## config.mk

```make
export PLATFORM = sky130hd
export DESIGN_NAME = ctl_decoder_top
export DESIGN_NICKNAME = d
export VERILOG_FILES = /design/src/rtl/ctl_pkg.sv /design/src/rtl/ctl_opcode_dec.sv /design/src/rtl/ctl_alu_dec.sv /design/src/rtl/ctl_decoder_top.sv
export SDC_FILE = /design/constraint.sdc
export NUM_CORES = 1
export LEC_CHECK = 0
export BUFFER_PORTS_ARGS = -buffer_cell sky130_fd_sc_hd__buf_4
export CAP_MARGIN = 15
export CORE_AREA = 2 2 39 41
export DETAILED_ROUTE_END_ITERATION = 16
export DIE_AREA = 0 0 41 43
export PLACE_DENSITY = 0.66
export SLEW_MARGIN = 20
export SYNTH_ARGS = -nofsm -noshare
export SYNTH_HDL_FRONTEND = slang
export SYNTH_SLANG_ARGS = --single-unit
```

## constraint.sdc

```tcl
create_clock -name vclk -period 0.9
set_input_delay 0.09 -clock vclk [all_inputs]
set_output_delay 0.09 -clock vclk [all_outputs]
set_load 0.05 [all_outputs]
```

## src/rtl/ctl_pkg.sv

```systemverilog
package ctl_pkg;

    localparam int OP_W  = 6;
    localparam int FN_W  = 6;
    localparam int ALU_W = 4;

    // operation field codes
    localparam logic [OP_W-1:0] OPC_REG  = 6'b000000;
    localparam logic [OP_W-1:0] OPC_JMP  = 6'b000010;
    localparam logic [OP_W-1:0] OPC_BEQ  = 6'b000100;
    localparam logic [OP_W-1:0] OPC_BNE  = 6'b000101;
    localparam logic [OP_W-1:0] OPC_ADDI = 6'b001000;
    localparam logic [OP_W-1:0] OPC_SLTI = 6'b001010;
    localparam logic [OP_W-1:0] OPC_ANDI = 6'b001100;
    localparam logic [OP_W-1:0] OPC_ORI  = 6'b001101;
    localparam logic [OP_W-1:0] OPC_LOAD = 6'b100011;
    localparam logic [OP_W-1:0] OPC_STOR = 6'b101011;

    // function field codes
    localparam logic [FN_W-1:0] FNC_ADD = 6'b100000;
    localparam logic [FN_W-1:0] FNC_SUB = 6'b100010;
    localparam logic [FN_W-1:0] FNC_AND = 6'b100100;
    localparam logic [FN_W-1:0] FNC_OR  = 6'b100101;
    localparam logic [FN_W-1:0] FNC_SLT = 6'b101010;

    // ALU operation codes
    localparam logic [ALU_W-1:0] AOP_AND = 4'b0000;
    localparam logic [ALU_W-1:0] AOP_OR  = 4'b0001;
    localparam logic [ALU_W-1:0] AOP_ADD = 4'b0010;
    localparam logic [ALU_W-1:0] AOP_SUB = 4'b0110;
    localparam logic [ALU_W-1:0] AOP_SLT = 4'b0111;

    typedef enum logic [2:0] {
        SEL_ADD,
        SEL_SUB,
        SEL_AND,
        SEL_OR,
        SEL_SLT,
        SEL_FUNCT
    } alu_sel_e;

    typedef struct packed {
        logic dst_rd;
        logic reg_we;
        logic ext_signed;
        logic opb_imm;
        logic mem_rd;
        logic mem_wr;
        logic wb_mem;
        logic take_eq;
        logic take_ne;
        logic jump;
    } ctl_word_t;

    localparam ctl_word_t CTL_IDLE = '0;

    function automatic logic [ALU_W-1:0] sel_to_code(input alu_sel_e s);
        case (s)
            SEL_SUB: return AOP_SUB;
            SEL_AND: return AOP_AND;
            SEL_OR:  return AOP_OR;
            SEL_SLT: return AOP_SLT;
            default: return AOP_ADD;
        endcase
    endfunction

    function automatic logic is_legal_aop(input logic [ALU_W-1:0] c);
        return (c == AOP_ADD) || (c == AOP_SUB) || (c == AOP_AND) ||
               (c == AOP_OR)  || (c == AOP_SLT);
    endfunction

endpackage

```

## src/rtl/ctl_opcode_dec.sv

```systemverilog
module ctl_opcode_dec
    import ctl_pkg::*;
#(
    parameter int OPW = OP_W
) (
    input  logic [OPW-1:0] op_code,
    output ctl_word_t      ctl,
    output alu_sel_e       alu_sel
);

    always_comb begin
        ctl     = CTL_IDLE;
        alu_sel = SEL_ADD;
        case (op_code)
            OPC_REG: begin
                ctl.dst_rd = 1'b1;
                ctl.reg_we = 1'b1;
                alu_sel    = SEL_FUNCT;
            end
            OPC_ADDI, OPC_SLTI, OPC_ANDI, OPC_ORI: begin
                ctl.reg_we     = 1'b1;
                ctl.opb_imm    = 1'b1;
                ctl.ext_signed = (op_code == OPC_ADDI) || (op_code == OPC_SLTI);
                case (op_code)
                    OPC_SLTI: alu_sel = SEL_SLT;
                    OPC_ANDI: alu_sel = SEL_AND;
                    OPC_ORI:  alu_sel = SEL_OR;
                    default:  alu_sel = SEL_ADD;
                endcase
            end
            OPC_LOAD: begin
                ctl.reg_we     = 1'b1;
                ctl.ext_signed = 1'b1;
                ctl.opb_imm    = 1'b1;
                ctl.mem_rd     = 1'b1;
                ctl.wb_mem     = 1'b1;
            end
            OPC_STOR: begin
                ctl.ext_signed = 1'b1;
                ctl.opb_imm    = 1'b1;
                ctl.mem_wr     = 1'b1;
            end
            OPC_BEQ, OPC_BNE: begin
                ctl.ext_signed = 1'b1;
                ctl.take_eq    = (op_code == OPC_BEQ);
                ctl.take_ne    = (op_code == OPC_BNE);
                alu_sel        = SEL_SUB;
            end
            OPC_JMP: begin
                ctl.jump = 1'b1;
            end
            default: begin
                ctl     = CTL_IDLE;
                alu_sel = SEL_ADD;
            end
        endcase
    end

    // checks on the decoded control word
    always_comb begin
        assert_mem_excl_R11: assert (!(ctl.mem_rd && ctl.mem_wr))
            else $error("memory read and write strobes both set");
        assert_flow_onehot_R11: assert ($onehot0({ctl.take_eq, ctl.take_ne, ctl.jump}))
            else $error("more than one flow-change flag set");
        assert_flow_nowrite_R11: assert (!((ctl.take_eq || ctl.take_ne || ctl.jump) &&
                                           (ctl.reg_we || ctl.mem_wr || ctl.mem_rd)))
            else $error("flow change paired with a write");
        assert_load_path_R6: assert (!ctl.mem_rd || (ctl.reg_we && ctl.wb_mem && ctl.opb_imm))
            else $error("memory read without write-back from memory");
    end

endmodule

```

## src/rtl/ctl_alu_dec.sv

```systemverilog
module ctl_alu_dec
    import ctl_pkg::*;
#(
    parameter int FNW  = FN_W,
    parameter int AOPW = ALU_W
) (
    input  alu_sel_e        alu_sel,
    input  logic [FNW-1:0]  fn_code,
    output logic [AOPW-1:0] alu_op,
    output logic            fn_ok
);

    always_comb begin
        fn_ok  = 1'b1;
        alu_op = sel_to_code(alu_sel);
        if (alu_sel == SEL_FUNCT) begin
            case (fn_code)
                FNC_ADD: alu_op = AOP_ADD;
                FNC_SUB: alu_op = AOP_SUB;
                FNC_AND: alu_op = AOP_AND;
                FNC_OR:  alu_op = AOP_OR;
                FNC_SLT: alu_op = AOP_SLT;
                default: begin
                    alu_op = AOP_ADD;
                    fn_ok  = 1'b0;
                end
            endcase
        end
    end

    always_comb begin
        assert_aop_legal_R2: assert (is_legal_aop(alu_op))
            else $error("illegal ALU operation code %b", alu_op);
        assert_fn_bad_only_reg_R3: assert (fn_ok || (alu_sel == SEL_FUNCT))
            else $error("function field rejected outside register-register");
    end

endmodule

```

## src/rtl/ctl_decoder_top.sv

```systemverilog
module ctl_decoder_top
    import ctl_pkg::*;
(
    input  logic [5:0] op_code,
    input  logic [5:0] fn_code,
    output logic       dst_rd,
    output logic       reg_we,
    output logic       ext_signed,
    output logic       opb_imm,
    output logic       mem_rd,
    output logic       mem_wr,
    output logic       wb_mem,
    output logic       take_eq,
    output logic       take_ne,
    output logic       jump,
    output logic [3:0] alu_op
);

    ctl_word_t ctl;
    alu_sel_e  alu_sel;
    logic      fn_ok;

    ctl_opcode_dec #(.OPW(OP_W)) u_opdec (
        .op_code (op_code),
        .ctl     (ctl),
        .alu_sel (alu_sel)
    );

    ctl_alu_dec #(.FNW(FN_W), .AOPW(ALU_W)) u_aludec (
        .alu_sel (alu_sel),
        .fn_code (fn_code),
        .alu_op  (alu_op),
        .fn_ok   (fn_ok)
    );

    // an unrecognised function code cancels the register write
    assign dst_rd     = ctl.dst_rd;
    assign reg_we     = ctl.reg_we & fn_ok;
    assign ext_signed = ctl.ext_signed;
    assign opb_imm    = ctl.opb_imm;
    assign mem_rd     = ctl.mem_rd;
    assign mem_wr     = ctl.mem_wr;
    assign wb_mem     = ctl.wb_mem;
    assign take_eq    = ctl.take_eq;
    assign take_ne    = ctl.take_ne;
    assign jump       = ctl.jump;

endmodule

```

==> key figures <==
Worst setup path
  • Crit Path Class: input pin to primary output
  • Critical Path RT: roughly 810 ps
  • Delay-heaviest family, CP: buffers and inverters
  • CP arrival: 1010 ps
  • Buf/Inv on CP: 2
  • Crit path launch type: input pin
  • Crit path depth: 5
  • CP max FO: 4
  • CP max stage delay: just under 300 ps
  • Worst Setup End Kind: primary output
  • Critical-path cell list: bufbuf_16, and2_4, o21ai_2, a221oi_4, buf_6
  • Slowest cell on the critical path: a221oi_4

Detailed routing
  • Starting DRT DRC Count: 3
  • Routed vias/inst: around 5.2
  • Post-route ant nets: 0
  • Drt pass-1 iters: 4
  • Wire length per cell: approximately 15 um
  • DRC: 0
  • Vias post-DR: about 520
  • Drt total wl: around 1.5 mm

Timing
  • Fin worst setup slack: -201.9 ps
  • Fin. max-slew vios: 0
  • Hold Fails Final Rpt: 0
  • Period utilization: 122.4%
  • Final setup fails: 12
  • Worst Hold Slack: 579.1 ps
  • Max Freq: roughly 910 MHz
  • Post-layout min period: 1102 ps
  • RSZ-0062 raised after global routing: yes

Place
  • Placed Instance Area: around 740 um2
  • IO buf count: 25
  • Post-DP HPWL: ~990 um
  • Placer Congestion: just under 0.8

Pwr
  • Clk pwr share: 0%
  • P_leak: ~0.0004 uW
  • Psw: approximately 210 uW
  • Int Pwr: 232.1 uW
  • Logic pwr share: 100.0%
  • Worst ir drop on vdd: 228.8 uV
  • Sw frac: around 47%
  • Pwr/cell area: 424.9 nW/um2
  • Seq pwr share: 0%

Synth
  • Post-synth top area share: 8.955%
  • Cell count after synthesis: 50
  • Area leader, netlist: nor3b_1
  • Avg Inst Size Synth: around 6.7 um2
  • Main area contributors after synthesis: nor3b_1 9.0%, a22oi_1 6.7%, and4b_1 6.0%
  • Seq/Total Area, Yosys: 0%
  • Post-synth cell types: 31
  • Post-Syn Nets: 62
  • Synthesis warning total: 0
  • Syn Std Cell Area: ~340 um2

Finish
  • Area growth syn-to-layout: 209.3%
  • Clock buffer count: 0
  • Footprint of the multi-input gates: 519.2 um2
  • Reg area: 0 um2
  • Inserted Diodes: 0
  • # fillers: 94
  • NumNets Final: a little under 100
  • Seq Cell Count: 0
  • Share of post-route cells with drive strength above 1: 82.35%
  • Post-route design area: around 1000 um2

Floorplan
  • Die width: around 41 um
  • Number of top-level pins: 26
  • DIE HEIGHT: between 40 and 50 um
  • Site Rows: 14
  • Placeable Area: between 1000 and 1500 um2
  • Die area: 1763 um2
  • Initial Util: 24.23%

Clock network
  • Hold_buf cts: 0

Job
  • Maxcap violations: 0

Global route
  • Total GRT Usage: 18.48%
  • Number of antenna violations at the first check in global routing: 0
  • Global-route wire length before repair: about 2.4 mm
  • Largest net degree at the start of global routing: 10
  • Global route total overflow: 0
  • Vias in the first global route: 552

Run status
  • Status: finished with violations
  • Failing checks: setup timing

Min path
  • Hold/Removal Path Class: input pin to primary output
  • Worst hold path depth: 5
## power by group through the flow
stage	sequential (uW)	clock, uW	combinational (uW)
after CTS	0	0	412
after floorplan	0	0	187
after detailed placement	0	0	311
after global placement	0	0	310
final	0	0	441
after global routing	0	0	466
## path summary, 6_finish.rpt
check                 startpoint        end  slack, ps
worst min-delay path  fn_code[0]  alu_op[2]        580
worst max-delay path  op_code[2]     reg_we       -200
## synthesized netlist by cell type (2+ instances only)
master	number
a21oi_1	3
nor3b_1	4
nor2b_1	2
a22oi_1	3
buf_2	2
and4b_1	2
nor2_1	4
o21ai_0	2
nand3_1	3
buf_4	2
nand2b_1	2
nand2_1	2
## through the flow
stage	total power, uW	TNS (ps)	util, %	instances	setup WS, ps
floorplan	187.3	-1379	-	50	-430.5
global placement	309.7	-2222	53.16	99	-249.5
detailed placement	311.4	-2276	53.16	99	-262.3
CTS	412.4	-1190	70.80	100	-219.1
global route	465.9	-1744	74.95	101	-249.1
finish	440.8	-1223	74.95	101	-201.9
## kinds of logic after synthesis
family / synth area share [%]
buffers and inverters: 11.94
AOI/OAI and AO/OA: 27.61
and+or+nand+nor: 56.35
other: 1.118
muxes: 2.985
## cells in the final DEF (no fill, tap or decap), drive strengths merged
master   n
nand2    2
bufbuf   1
mux2i    1
nand4    1
a221oi   1
and2     1
nor2     5
o22ai    1
a31o     1
nor2b    2
nand2b   2
buf     39
o211ai   1
nand3    3
a21boi   1
nor4b    1
a22oi    3
nor3b    5
nor3     1
and4b    3
nor4     1
inv      1
and3     2
conb     1
o21ai    2
a21oi    3
## layer usage
| layer | up-vias | part of all wire [%] | global-route usage, % |
|---|---|---|---|
| met2 | 15 | 55 | 31.87 |
| met5 | - | 0 | 0 |
| met1 | 243 | 41 | 26.27 |
| li1 | 263 | - | - |
| met3 | 0 | 3.8 | 0 |
| met4 | 0 | 0 | 0 |
## repair_timing
action,4_1_cts,5_1_grt
pin swaps,12,10
cloned,1,0
setup endpoints to repair,13,13
buffers inserted,0,1
resized for setup,51,11
## final cells by class
class / count / area share (%)
multi-input combinational: 44 / 50.06
timing repair buffer: 40 / 47.65
tap: 16 / 1.930
inverter: 1 / 0.3619
Note: power is estimated with default switching activity, not from simulation.
